[config.mk]
export PLATFORM = sky130hd
export DESIGN_NAME = wake_detect
export DESIGN_NICKNAME = d
export VERILOG_FILES = /design/src/rtl/wake_pkg.sv /design/src/rtl/wake_cfg_regs.sv /design/src/rtl/wake_frame_track.sv /design/src/rtl/wake_slot.sv /design/src/rtl/wake_detect.sv
export SDC_FILE = /design/constraint.sdc
export NUM_CORES = 1
export LEC_CHECK = 0
export BUFFER_PORTS_ARGS = -buffer_cell sky130_fd_sc_hd__buf_2
export CELL_PAD_IN_SITES_DETAIL_PLACEMENT = 0
export CELL_PAD_IN_SITES_GLOBAL_PLACEMENT = 1
export CORE_MARGIN = 4
export CORE_UTILIZATION = 45
export DETAILED_ROUTE_END_ITERATION = 6
export PLACE_DENSITY = 0.77
export RECOVER_POWER = 50
export SETUP_SLACK_MARGIN = 0.2
export SLEW_MARGIN = 25
export SYNTH_ARGS = -nofsm -noshare
export SYNTH_HDL_FRONTEND = slang
export SYNTH_SLANG_ARGS = --single-unit
[constraint.sdc]
create_clock -name clk -period 6.8 [get_ports clk]
set_input_delay 1.7 -clock clk [delete_from_list [all_inputs] [get_ports clk]]
set_output_delay 1.7 -clock clk [all_outputs]
set_load 0.05 [all_outputs]
[src/rtl/wake_pkg.sv]
package wake_pkg;
    localparam logic [31:0] CRC_SEED      = 32'hFFFF_FFFF;
    localparam logic [31:0] CRC_POLY_REFL = 32'hEDB8_8320;

    // One byte of the reflected CRC-32, least significant bit first.
    function automatic logic [31:0] crc32_byte(logic [31:0] cur, logic [7:0] b);
        logic [31:0] r;
        r = cur ^ {24'h0, b};
        for (int i = 0; i < 8; i++) begin
            r = r[0] ? ((r >> 1) ^ CRC_POLY_REFL) : (r >> 1);
        end
        return r;
    endfunction
endpackage

[src/rtl/wake_cfg_regs.sv]
module wake_cfg_regs #(
    parameter int NUM_SLOTS = 2,
    parameter int WIN_BYTES = 64,
    parameter int SLOT_W    = 1,
    parameter int ADDR_W    = 4
) (
    input  logic                                 clk,
    input  logic                                 rst_n,
    input  logic                                 we,
    input  logic [ADDR_W-1:0]                    addr,
    input  logic [15:0]                          wdata,
    output logic [15:0]                          rdata,
    output logic [NUM_SLOTS-1:0][WIN_BYTES-1:0]  mask_o,
    output logic [NUM_SLOTS-1:0][31:0]           crc_o
);
    localparam int WORDS = WIN_BYTES / 16;

    typedef struct packed {
        logic [NUM_SLOTS-1:0][WIN_BYTES-1:0] mask;
        logic [NUM_SLOTS-1:0][31:0]          crc;
    } regs_t;

    regs_t q, d;
    logic [SLOT_W-1:0] slot;
    logic [2:0]        idx;

    always_comb begin
        d     = q;
        rdata = 16'h0;
        slot  = addr[ADDR_W-1:3];
        idx   = addr[2:0];
        for (int s = 0; s < NUM_SLOTS; s++) begin
            if (SLOT_W'(s) == slot) begin
                for (int w = 0; w < WORDS; w++) begin
                    if (3'(w) == idx) begin
                        rdata = q.mask[s][w*16 +: 16];
                        if (we) d.mask[s][w*16 +: 16] = wdata;
                    end
                end
                if (idx == 3'(WORDS)) begin
                    rdata = q.crc[s][15:0];
                    if (we) d.crc[s][15:0] = wdata;
                end
                if (idx == 3'(WORDS + 1)) begin
                    rdata = q.crc[s][31:16];
                    if (we) d.crc[s][31:16] = wdata;
                end
            end
        end
    end

    always_ff @(posedge clk or negedge rst_n) begin
        if (!rst_n) q <= '0;
        else        q <= d;
    end

    assign mask_o = q.mask;
    assign crc_o  = q.crc;
endmodule

[src/rtl/wake_frame_track.sv]
module wake_frame_track #(
    parameter int WIN_BYTES = 64,
    parameter int POS_W     = 7
) (
    input  logic             clk,
    input  logic             rst_n,
    input  logic             in_valid,
    input  logic             in_sof,
    input  logic             in_eof,
    output logic             byte_ok,
    output logic             byte_first,
    output logic [POS_W-1:0] byte_pos,
    output logic             in_win,
    output logic             eval
);
    typedef struct packed {
        logic             active;
        logic [POS_W-1:0] pos;
    } trk_t;

    trk_t q, d;

    always_comb begin
        d          = q;
        byte_ok    = in_valid && (in_sof || q.active);
        byte_first = in_sof;
        byte_pos   = in_sof ? '0 : q.pos;
        in_win     = byte_pos < POS_W'(WIN_BYTES);
        eval       = byte_ok && in_win &&
                     (in_eof || byte_pos == POS_W'(WIN_BYTES - 1));
        if (byte_ok) begin
            d.active = !in_eof;
            d.pos    = in_win ? byte_pos + 1'b1 : q.pos;
        end
    end

    always_ff @(posedge clk or negedge rst_n) begin
        if (!rst_n) q <= '0;
        else        q <= d;
    end
endmodule

[src/rtl/wake_slot.sv]
module wake_slot
    import wake_pkg::*;
#(
    parameter int WIN_BYTES = 64,
    parameter int IDX_W     = 6
) (
    input  logic                 clk,
    input  logic                 rst_n,
    input  logic                 byte_ok,
    input  logic                 byte_first,
    input  logic                 in_win,
    input  logic                 eval,
    input  logic [IDX_W-1:0]     byte_idx,
    input  logic [7:0]           byte_data,
    input  logic [WIN_BYTES-1:0] sel_mask,
    input  logic [31:0]          want_crc,
    output logic                 hit
);
    typedef struct packed {
        logic [31:0] crc;
        logic        hit;
    } slot_t;

    slot_t       q, d;
    logic [31:0] base, nxt;
    logic        take;

    always_comb begin
        d     = q;
        d.hit = 1'b0;
        base  = byte_first ? CRC_SEED : q.crc;
        take  = in_win && sel_mask[byte_idx];
        nxt   = take ? crc32_byte(base, byte_data) : base;
        if (byte_ok) begin
            d.crc = nxt;
            if (eval) d.hit = (|sel_mask) && ((~nxt) == want_crc);
        end
    end

    always_ff @(posedge clk or negedge rst_n) begin
        if (!rst_n) q <= '0;
        else        q <= d;
    end

    assign hit = q.hit;
endmodule

[src/rtl/wake_detect.sv]
module wake_detect #(
    parameter int NUM_SLOTS = 2,
    parameter int WIN_BYTES = 64,
    parameter int SLOT_W    = (NUM_SLOTS > 1) ? $clog2(NUM_SLOTS) : 1,
    parameter int ADDR_W    = SLOT_W + 3
) (
    input  logic                 clk,
    input  logic                 rst_n,
    input  logic                 in_valid,
    input  logic [7:0]           in_data,
    input  logic                 in_sof,
    input  logic                 in_eof,
    input  logic                 cfg_we,
    input  logic [ADDR_W-1:0]    cfg_addr,
    input  logic [15:0]          cfg_wdata,
    output logic [15:0]          cfg_rdata,
    output logic [NUM_SLOTS-1:0] slot_match,
    output logic                 wake
);
    localparam int POS_W = $clog2(WIN_BYTES + 1);
    localparam int IDX_W = $clog2(WIN_BYTES);

    logic [NUM_SLOTS-1:0][WIN_BYTES-1:0] mask_w;
    logic [NUM_SLOTS-1:0][31:0]          crc_w;
    logic             byte_ok, byte_first, in_win, eval;
    logic [POS_W-1:0] byte_pos;

    wake_cfg_regs #(
        .NUM_SLOTS(NUM_SLOTS), .WIN_BYTES(WIN_BYTES),
        .SLOT_W(SLOT_W), .ADDR_W(ADDR_W)
    ) u_regs (
        .clk(clk), .rst_n(rst_n), .we(cfg_we), .addr(cfg_addr),
        .wdata(cfg_wdata), .rdata(cfg_rdata), .mask_o(mask_w), .crc_o(crc_w)
    );

    wake_frame_track #(.WIN_BYTES(WIN_BYTES), .POS_W(POS_W)) u_track (
        .clk(clk), .rst_n(rst_n), .in_valid(in_valid), .in_sof(in_sof),
        .in_eof(in_eof), .byte_ok(byte_ok), .byte_first(byte_first),
        .byte_pos(byte_pos), .in_win(in_win), .eval(eval)
    );

    for (genvar s = 0; s < NUM_SLOTS; s++) begin : g_slot
        wake_slot #(.WIN_BYTES(WIN_BYTES), .IDX_W(IDX_W)) u_slot (
            .clk(clk), .rst_n(rst_n), .byte_ok(byte_ok),
            .byte_first(byte_first), .in_win(in_win), .eval(eval),
            .byte_idx(byte_pos[IDX_W-1:0]), .byte_data(in_data),
            .sel_mask(mask_w[s]), .want_crc(crc_w[s]), .hit(slot_match[s])
        );
    end

    assign wake = |slot_match;
endmodule


==> flow_metrics.py, run 1 <==
metrics = {
    "status": {
        "run_status": "finished, violations left",
        "failed_checks": "max-capacitance violations, max-slew violations",
    },
    "critical_path": {
        "timing.critical_path.max_delay_family": "simple AND/OR/NAND/NOR gates",
        "cp.required_ns": 7.25,
        "cp_cell_sequence": "clkbuf_1, nand2b_1, a221oi_1, a311o_1, a211oi_1, or4_4, buf_4, nand2_1, o32ai_1, a221oi_1",
        "path_class": "primary input to register",
        "crit_path_max_fanout": 35,
        "cpMaxStageDelayCell": "sky130_fd_sc_hd__clkbuf_1",
        "cell_seen_most_often_among_critical_path_stages": "sky130_fd_sc_hd__a221oi_1",
        "cpPeakStageDelay_ns": 0.98,
        "critPathCaptureType": "register",
        "startpoint_type": "primary input",
        "critical_path_arrival_ns": 6.58,
        "worst-path-buf-inv": 2,
    },
    "yosys": {
        "largest_cells_by_area_after_synthesis": "sky130_fd_sc_hd__dfrtp_1 (35%), sky130_fd_sc_hd__mux2_2 (13%), sky130_fd_sc_hd__mux2i_1 (4.4%), sky130_fd_sc_hd__xnor2_1 (3.6%), sky130_fd_sc_hd__nor2_1 (3.4%)",
        "synth_fp_nets": 2017,
        "synth_top_cell_area_share": 0.3539,
        "synth.distinct_cells": 82,
        "yosysWarningCount": 0,
        "asyncSetResetFlopFracSynth": 1.000,
        "synthesis.area_um2": 18810,
        "synth_cells": 1982,
        "synth_top_flop_cell": "sky130_fd_sc_hd__dfrtp_1",
        "synth_enable_flop_cells": 0,
        "netlist.top_cell.by_area": "sky130_fd_sc_hd__dfrtp_1",
        "yosysSeqAreaShare": 0.3539,
        "ys_ff_latch": 266,
        "synth.avg_cell_area_um2": 9.489,
    },
    "cells_and_area": {
        "drive_above_1_share": 0.2028,
        "synthToLayoutAreaGrowth_pct": 8.708,
        "num-nets-final": 1968,
        "post-route-util": 0.4974,
        "finish.cell_count_without_fillers": 2490,
        "fillCellCount": 3881,
        "diodes": 0,
    },
    "clock_tree": {
        "count_of_instances_resized_after_the_clock_tree_is_built": 0,
        "cts_tree": "done",
        "postCtsSetupRepairBufs": 0,
        "clock_tree.root_cell": "sky130_fd_sc_hd__clkbuf_16",
        "cts_max_level": 1,
        "ctsLongestPathBuffers": 3,
        "numClockSinks": 266,
        "cts_hold_buf": 0,
        "clk_transition_reported_paths_ns": 0.06,
        "clk_latency_ns": 0.61,
        "cts_inserted_buffers": 31,
    },
    "timing": {
        "final-max-slew-violation-count": 171,
        "setup_slack_ns": 0.6643,
        "fmax_ghz": 0.1630,
        "fin_tns_setup_ns": 0,
        "skew_ns": 0.01866,
        "worst_hold_slack_ns": 0.5093,
        "final_setup_violation_count": 0,
        "grt_setup_unrepaired": "false",
        "finalWorstPathRequiredPeriod_ns": 6.136,
        "post-route-period-util": 0.9023,
        "relSlewSlack": -1.124,
        "hold_viol": 0,
        "max_slew.worst_pin.slew_ns": 3.185,
    },
    "placement": {
        "port_buffers": 52,
        "post-dp-hpwl_um": 49140,
        "place_ws_ns": 0.7849,
        "gp_routability_congestion": 1.033,
        "dpl.cell_count": 2432,
    },
    "global_route": {
        "grt_antenna_before_repair": 0,
        "largest_net_degree_at_the_start_of_global_routing": 117,
        "grt.total_usage": 0.3032,
        "first_global_vias": 16011,
        "grt_pass1_wl_um": 104900,
        "globalRoute.totalOverflow": 0,
    },
    "die": {
        "floorplan.initialDensity": 0.4575,
        "core.rowCount": 74,
        "die_area_um2": 45130,
        "die_w_um": 212.4,
        "die_height_um": 212.4,
        "top_level_ports": 53,
        "floorplan.core_area_um2": 41110,
    },
    "pwr": {
        "power_per_cell_area_nw_per_um2": 441.5,
        "vdd_drop_max_mv": 0.2334,
        "p_leak_uw": 0.008315,
    },
    "routing": {
        "route.detailed.vias_per_inst": 6.749,
        "drtPass1Iterations": 6,
        "avgRoutedWirePerCell_um": 28.15,
        "antenna_violating_nets_post_route": 0,
        "drtIter0Drc": 2119,
        "route.vias.total": 16805,
        "drcViolationCount": 0,
        "totalWireLength_um": 70100,
    },
    "run": {
        "max_cap_violations": 2,
    },
    "min_path": {
        "hp-class": "register to register",
    },
}
power breakdown:
part           internal, uW  switching (uW)
registers              2030             841
clock network          1080             749
logic                  1880            2440
cells in the final DEF (no fill, tap or decap), types with 9 or more instances in the layout:
master,instances
sky130_fd_sc_hd__xnor2_1,77
sky130_fd_sc_hd__nor2_1,172
sky130_fd_sc_hd__nand3b_1,11
sky130_fd_sc_hd__nor2b_1,24
sky130_fd_sc_hd__a31oi_1,9
sky130_fd_sc_hd__o21a_1,10
sky130_fd_sc_hd__nor3_1,62
sky130_fd_sc_hd__nor4_1,48
sky130_fd_sc_hd__o21ai_0,107
sky130_fd_sc_hd__or3_1,14
sky130_fd_sc_hd__mux2_2,215
sky130_fd_sc_hd__o22ai_1,39
sky130_fd_sc_hd__o2111ai_1,19
sky130_fd_sc_hd__o22a_1,27
sky130_fd_sc_hd__nand2_1,83
sky130_fd_sc_hd__nor3b_1,15
sky130_fd_sc_hd__clkbuf_16,31
sky130_fd_sc_hd__or4_1,13
sky130_fd_sc_hd__buf_4,34
sky130_fd_sc_hd__nand4_1,17
sky130_fd_sc_hd__o211ai_1,11
sky130_fd_sc_hd__o32ai_1,14
sky130_fd_sc_hd__buf_2,49
sky130_fd_sc_hd__dfrtp_1,265
sky130_fd_sc_hd__o221ai_1,9
sky130_fd_sc_hd__a211oi_1,41
sky130_fd_sc_hd__o31ai_1,14
sky130_fd_sc_hd__nand2b_1,27
sky130_fd_sc_hd__clkbuf_1,10
sky130_fd_sc_hd__and3_1,10
sky130_fd_sc_hd__a21oi_1,85
sky130_fd_sc_hd__inv_1,31
sky130_fd_sc_hd__a222oi_1,22
sky130_fd_sc_hd__mux2i_1,83
sky130_fd_sc_hd__nand3_1,14
sky130_fd_sc_hd__xnor3_1,16
sky130_fd_sc_hd__xor2_1,38
sky130_fd_sc_hd__a21o_1,18
sky130_fd_sc_hd__a221oi_1,27
area by class of cell:
type	count	area, um2	share of cell area
flip-flops and latches	266	6660	0.3257
clock inverters	18	247.7	0.01212
repair buffers	92	579.3	0.02833
inverters	32	120.1	0.005875
clock buffers	40	849.6	0.04155
well taps	532	665.6	0.03256
multi-input cells	1510	11320	0.5538
kinds of logic after synthesis:
| logic type | share of synthesized area |
|---|---|
| compound gates | 0.1980 |
| xor+xnor | 0.07657 |
| simple gates | 0.1481 |
| mux | 0.1765 |
| fa+ha+maj | 0.0006651 |
| flops | 0.3539 |
| buf+inv | 0.04623 |
through the flow:
stage | cell area (um2) | power (uW)
after floorplan | 18810 | 5765
after global placement | 19360 | 7039
after detailed placement | 19380 | 7099
after CTS | 20480 | 8945
after global routing | 20450 | 9496
final | 20450 | 9028
path summary, 6_finish.rpt:
kind	depth (start not counted)	end	from	slack (ns)
min	1	g_slot[0].u_slot.q[15]	g_slot[0].u_slot.q[15]	0.51
max in group asynchronous	2	u_track.q[0]	rst_n	1.73
min reg2reg	1	g_slot[0].u_slot.q[15]	g_slot[0].u_slot.q[15]	0.51
min in group asynchronous	1	g_slot[0].u_slot.q[7]	rst_n	1.10
max	10	g_slot[1].u_slot.q[22]	in_sof	0.66
max reg2reg	11	g_slot[0].u_slot.hit	u_track.q[0]	1.82
Yosys cell counts (9+ instances only):
cell type	number
sky130_fd_sc_hd__o31ai_1	14
sky130_fd_sc_hd__mux2i_1	83
sky130_fd_sc_hd__a222oi_1	22
sky130_fd_sc_hd__nand3_1	14
sky130_fd_sc_hd__o22a_1	27
sky130_fd_sc_hd__nor3b_1	18
sky130_fd_sc_hd__mux2_2	215
sky130_fd_sc_hd__nand2_1	83
sky130_fd_sc_hd__xnor3_1	16
sky130_fd_sc_hd__nor2_1	172
sky130_fd_sc_hd__a21o_1	18
sky130_fd_sc_hd__o211ai_1	11
sky130_fd_sc_hd__xnor2_1	77
sky130_fd_sc_hd__a221oi_1	27
sky130_fd_sc_hd__nor3_1	62
sky130_fd_sc_hd__a21oi_1	86
sky130_fd_sc_hd__nand2b_1	27
sky130_fd_sc_hd__o21ai_0	107
sky130_fd_sc_hd__and3_1	10
sky130_fd_sc_hd__o22ai_1	39
sky130_fd_sc_hd__a211oi_1	41
sky130_fd_sc_hd__nand4_1	17
sky130_fd_sc_hd__o221ai_1	9
sky130_fd_sc_hd__o21a_1	11
sky130_fd_sc_hd__buf_1	22
sky130_fd_sc_hd__clkbuf_1	114
sky130_fd_sc_hd__o32ai_1	14
sky130_fd_sc_hd__xor2_1	38
sky130_fd_sc_hd__nand3b_1	11
sky130_fd_sc_hd__nor4_1	48
sky130_fd_sc_hd__a31oi_1	9
sky130_fd_sc_hd__buf_2	26
sky130_fd_sc_hd__o2111ai_1	19
sky130_fd_sc_hd__nor2b_1	25
sky130_fd_sc_hd__inv_1	32
sky130_fd_sc_hd__or4_1	13
sky130_fd_sc_hd__dfrtp_1	266
sky130_fd_sc_hd__or3_1	14
per-layer routing:
layer,wire [um],track usage,up-vias
li1,-,-,7399
met3,5572,0.04589,157
met1,30690,0.4441,8425
met2,30900,0.4615,824
met4,2939,0.1020,0
met5,0,0,-
sequential cells by signal, summed over array words and instances, names as in the netlist:
register and cells:
u_track.q 8, g_slot.u_slot.hit 2, g_slot.u_slot.q 64, u_regs.mask_o 128, u_regs.crc_o 64
Power figures use the tool's default switching activity.
==> run 2, diff against run 1 <==
Settings changed: RECOVER_POWER 50 to 25.
==> flow_metrics.py, run 2 (synthesis gave the netlist of run 1 again) <==
metrics = {
    "cells_and_area": {
        "drive_above_1_share": 0.2053,
        "final_design_area_no_fill_um2": 20470,
        "diodes": 0,
        "synthToLayoutAreaGrowth_pct": 8.815,
        "post-route-util": 0.4978,
        "largest_register_ff_count": 128,
        "layout_common_cells": "sky130_fd_sc_hd__dfrtp_1 (265), sky130_fd_sc_hd__mux2_2 (215), sky130_fd_sc_hd__nor2_1 (172)",
        "num-nets-final": 1968,
        "final_common_cell": "sky130_fd_sc_hd__dfrtp_1",
        "fillCellCount": 3881,
    },
    "placement": {
        "post-dp-hpwl_um": 49140,
        "port_buffers": 52,
        "post_dp_cell_area_um2": 19380,
        "gp_routability_congestion": 1.033,
    },
    "pwr": {
        "p_total_uw": 9026,
        "power_per_cell_area_nw_per_um2": 441.0,
        "p_leak_uw": 0.008334,
        "vdd_drop_max_mv": 0.2330,
    },
    "die": {
        "floorplan.initialDensity": 0.4575,
        "floorplan.core_area_um2": 41110,
        "top_level_ports": 53,
        "core.rowCount": 74,
        "die_w_um": 212.4,
        "die_area_um2": 45130,
        "die_height_um": 212.4,
    },
    "timing": {
        "worst_hold_slack_ns": 0.5109,
        "fin_tns_setup_ns": 0,
        "grt_setup_unrepaired": "false",
        "hold_viol": 0,
        "final_setup_violation_count": 0,
        "max_slew.worst_pin.slew_ns": 3.120,
        "fmax_ghz": 0.1707,
        "post-route-period-util": 0.8613,
        "relSlewSlack": -1.080,
        "final-max-slew-violation-count": 117,
        "finalWorstPathRequiredPeriod_ns": 5.857,
        "skew_ns": 0.01836,
    },
    "global_route": {
        "grt_antenna_before_repair": 0,
        "grt.total_usage": 0.3032,
        "globalRoute.totalOverflow": 0,
        "grt_pass1_wl_um": 104900,
        "first_global_vias": 16011,
        "largest_net_degree_at_the_start_of_global_routing": 117,
    },
    "critical_path": {
        "path_class": "primary input to output port",
        "critical_path_arrival_ns": 4.16,
        "cpMaxStageDelayCell": "sky130_fd_sc_hd__buf_2",
        "worst-path-buf-inv": 2,
        "startpoint_type": "primary input",
        "cell_seen_most_often_among_critical_path_stages": "sky130_fd_sc_hd__buf_2",
        "cp.required_ns": 5.10,
        "cp_cell_sequence": "buf_2, nand3b_1, o22a_1, o2111ai_1, o21ai_0, buf_2",
        "critPathCaptureType": "output port",
        "timing.critical_path.max_delay_family": "buffers and inverters",
        "crit_path_max_fanout": 39,
        "timing.reg2reg.setup_slack_ns": 1.80,
        "cpPeakStageDelay_ns": 0.70,
    },
    "clock_tree": {
        "numClockSinks": 266,
        "clk_transition_reported_paths_ns": 0.06,
        "cts_tree": "done",
        "cts_inserted_buffers": 31,
        "ctsLongestPathBuffers": 3,
        "postCtsSetupRepairBufs": 0,
        "cts_max_level": 1,
        "cts_hold_buf": 0,
        "count_of_instances_resized_after_the_clock_tree_is_built": 0,
        "clk_latency_ns": 0.61,
        "clock_tree.root_cell": "sky130_fd_sc_hd__clkbuf_16",
    },
    "routing": {
        "drtIter0Drc": 2139,
        "route.detailed.vias_per_inst": 6.785,
        "route.vias.total": 16894,
        "totalWireLength_um": 70090,
        "avgRoutedWirePerCell_um": 28.15,
        "antenna_violating_nets_post_route": 0,
        "drtPass1Iterations": 7,
        "drcViolationCount": 24,
    },
    "status": {
        "run_status": "finished, violations left",
        "failed_checks": "design-rule violations, max-capacitance violations, max-slew violations",
    },
    "min_path": {
        "hp-class": "register to register",
    },
    "run": {
        "max_cap_violations": 1,
    },
}
## run 2: cell types whose count changed in the layout (fill, tap and decap cells not counted), sizes merged
cell and delta:
buf +5, clkbuf -5
## run 2: final cells by class
cell class / count / area (um2) / area share
sequential: 266 / 6660 / 0.3254
timing repair buffer: 92 / 599.3 / 0.02928
tap: 532 / 665.6 / 0.03252
clock buffer: 40 / 849.6 / 0.04151
multi-input combinational: 1510 / 11320 / 0.5533
clock inverter: 18 / 247.7 / 0.01210
inverter: 32 / 120.1 / 0.005869
## run 2: path summary, 6_finish.rpt
check                                  startpoint                endpoint  depth (start not counted)
max                                   cfg_addr[2]            cfg_rdata[0]                          6
min                        g_slot[0].u_slot.q[15]  g_slot[0].u_slot.q[15]                          1
max reg2reg                          u_track.q[0]    g_slot[0].u_slot.hit                         11
min reg2reg                g_slot[0].u_slot.q[15]  g_slot[0].u_slot.q[15]                          1
max in group asynchronous                   rst_n       u_regs.mask_o[91]                          2
min in group asynchronous                   rst_n   g_slot[0].u_slot.q[7]                          1
## run 2: through the flow
stage / setup slack [ns] / cells
after global routing: 0.8077 / 2490
after detailed placement: 0.7849 / 2432
final: 0.9432 / 2490
after CTS: 0.7541 / 2490
after floorplan: 0.8184 / 1982
after global placement: 0.7390 / 2431
## run 2: layer usage
metal	track usage	part of all wire	up-vias
li1	-	-	7397
met1	0.4441	0.44	8473
met2	0.4615	0.44	854
met3	0.04589	0.082	170
met4	0.1020	0.043	0
met5	0	0	-
## run 2: where the power goes
group	internal, uW	total [uW]	switching [uW]
Clock	1080	1830	748
Sequential	2030	2880	843
Combinational	1880	4320	2440
Total	4990	9030	4030
==> run 3, diff against run 2 <==
Settings changed: BUFFER_PORTS_ARGS -buffer_cell sky130_fd_sc_hd__buf_2 to default, DONT_BUFFER_PORTS from default to 1, PLACE_DENSITY 0.77 to 0.76.
Clock period 6.8 ns to 7.4 ns, I/O delays scaled along.
==> flow_metrics.py, run 3 (synthesis gave the netlist of run 1 again) <==
metrics = {
    "clock_tree": {
        "cts_inserted_buffers": 30,
        "count_of_instances_resized_after_the_clock_tree_is_built": 0,
        "postCtsSetupRepairBufs": 0,
        "numClockSinks": 266,
        "clk_latency_ns": 0.61,
        "ctsLongestPathBuffers": 3,
        "cts_hold_buf": 0,
        "clk_transition_reported_paths_ns": 0.06,
        "cts_tree": "done",
        "cts_max_level": 1,
        "clock_tree.root_cell": "sky130_fd_sc_hd__clkbuf_16",
    },
    "placement": {
        "dpl.cell_count": 2374,
        "gp_routability_congestion": 1.025,
        "place_ws_ns": 1.541,
        "port_buffers": 0,
        "post-dp-hpwl_um": 46690,
    },
    "cells_and_area": {
        "layout_common_cells": "sky130_fd_sc_hd__dfrtp_1 (265), sky130_fd_sc_hd__mux2_2 (215), sky130_fd_sc_hd__nor2_1 (172)",
        "drive_above_1_share": 0.1802,
        "multi_input_comb_area_um2": 11320,
        "seq_area_um2": 6658,
        "largest_register_ff_count": 128,
        "synthToLayoutAreaGrowth_pct": 6.919,
        "final_common_cell": "sky130_fd_sc_hd__dfrtp_1",
        "fillCellCount": 3838,
        "num-nets-final": 1909,
        "finish.cell_count_without_fillers": 2430,
        "diodes": 0,
    },
    "global_route": {
        "grt_pass1_wl_um": 102800,
        "grt_antenna_before_repair": 1,
        "grt.total_usage": 0.2958,
        "first_global_vias": 15652,
        "largest_net_degree_at_the_start_of_global_routing": 267,
        "globalRoute.totalOverflow": 0,
    },
    "timing": {
        "post-route-period-util": 0.7757,
        "relSlewSlack": -0.2898,
        "grt_setup_unrepaired": "false",
        "skew_ns": 0.01977,
        "final_setup_violation_count": 0,
        "max_slew.worst_pin.slew_ns": 1.935,
        "hold_viol": 0,
        "setup_slack_ns": 1.660,
        "fin_tns_setup_ns": 0,
        "final-max-slew-violation-count": 158,
        "fmax_ghz": 0.1742,
        "finalWorstPathRequiredPeriod_ns": 5.740,
    },
    "die": {
        "floorplan.initialDensity": 0.4575,
        "die_w_um": 212.4,
        "floorplan.core_area_um2": 41110,
        "core.rowCount": 74,
        "top_level_ports": 53,
        "die_height_um": 212.4,
        "die_area_um2": 45130,
    },
    "status": {
        "run_status": "finished, violations left",
        "failed_checks": "design-rule violations, max-slew violations",
    },
    "critical_path": {
        "cp_cell_sequence": "nor2b_1, nor2b_1, a222oi_1, o21ai_1, buf_4",
        "cell_seen_most_often_among_critical_path_stages": "sky130_fd_sc_hd__nor2b_1",
        "critical_path_arrival_ns": 3.89,
        "path_class": "primary input to output port",
        "startpoint_type": "primary input",
        "crit_path_max_fanout": 69,
        "critPathCaptureType": "output port",
        "cpPeakStageDelay_ns": 0.88,
        "cp.required_ns": 5.55,
        "cpMaxStageDelayCell": "sky130_fd_sc_hd__nor2b_1",
    },
    "routing": {
        "totalWireLength_um": 68070,
        "drtPass1Iterations": 7,
        "avgRoutedWirePerCell_um": 28.01,
        "drcViolationCount": 4,
        "drtIter0Drc": 2393,
        "route.detailed.vias_per_inst": 6.890,
        "antenna_violating_nets_post_route": 0,
        "route.vias.total": 16742,
    },
    "pwr": {
        "power_per_cell_area_nw_per_um2": 402.1,
        "vdd_drop_max_mv": 0.2265,
        "p_leak_uw": 0.008042,
    },
    "min_path": {
        "hp-class": "register to register",
    },
    "run": {
        "max_cap_violations": 0,
    },
}
run 3: cell type report:
class | count | share of cell area
Clock buffer | 40 | 0.04169
Timing Repair Buffer | 34 | 0.01269
Tap cell | 532 | 0.03310
Multi-Input combinational cell | 1510 | 0.5628
Clock inverter | 16 | 0.01263
Inverter | 32 | 0.005973
Sequential cell | 266 | 0.3311
run 3: final timing paths:
kind                                        start                endpoint  slack [ns]  depth (start not counted)
setup / recovery                      cfg_addr[2]            cfg_rdata[6]        1.66                          5
hold / removal             g_slot[0].u_slot.q[15]  g_slot[0].u_slot.q[15]        0.54                          1
setup reg to reg                     u_track.q[0]    g_slot[0].u_slot.hit        2.24                         11
hold reg to reg            g_slot[0].u_slot.q[15]  g_slot[0].u_slot.q[15]        0.54                          1
max in group asynchronous                   rst_n      u_regs.mask_o[126]        4.91                          0
min in group asynchronous                   rst_n  g_slot[0].u_slot.q[14]        0.96                          0
run 3: stage by stage:
step / hold slack (ns) / instance area, um2 / total power (uW) / utilization
floorplan: 0.4745 / 18810 / 5298 / -
global placement: 0.5138 / 19010 / 6266 / 0.4624
detailed placement: 0.5268 / 19020 / 6318 / 0.4626
CTS: 0.5478 / 20110 / 7998 / 0.4892
global route: 0.5618 / 20110 / 8508 / 0.4892
finish: 0.5372 / 20110 / 8087 / 0.4892
run 3: where the power goes:
part	switching [uW]	leakage, uW	total, uW	internal (uW)
registers	771	0.00317	2640	1870
clock network	684	0.000515	1660	978
logic	2090	0.00436	3780	1690
run 3: layer usage:
metal	up-vias	routed length [um]	track usage
li1	7278	-	-
met1	8430	29820	0.4412
met2	901	29770	0.4409
met3	131	5917	0.04619
met4	2	2547	0.09729
met5	-	10	0
run 3: critical path, delay by kind of cell:
| kind | cells | cell delay (ns) |
|---|---|---|
| AO/OA/AOI/OAI | 2 | 0.74 |
| buffers and inverters | 1 | 0.26 |
| AND/OR/NAND/NOR | 2 | 1.01 |
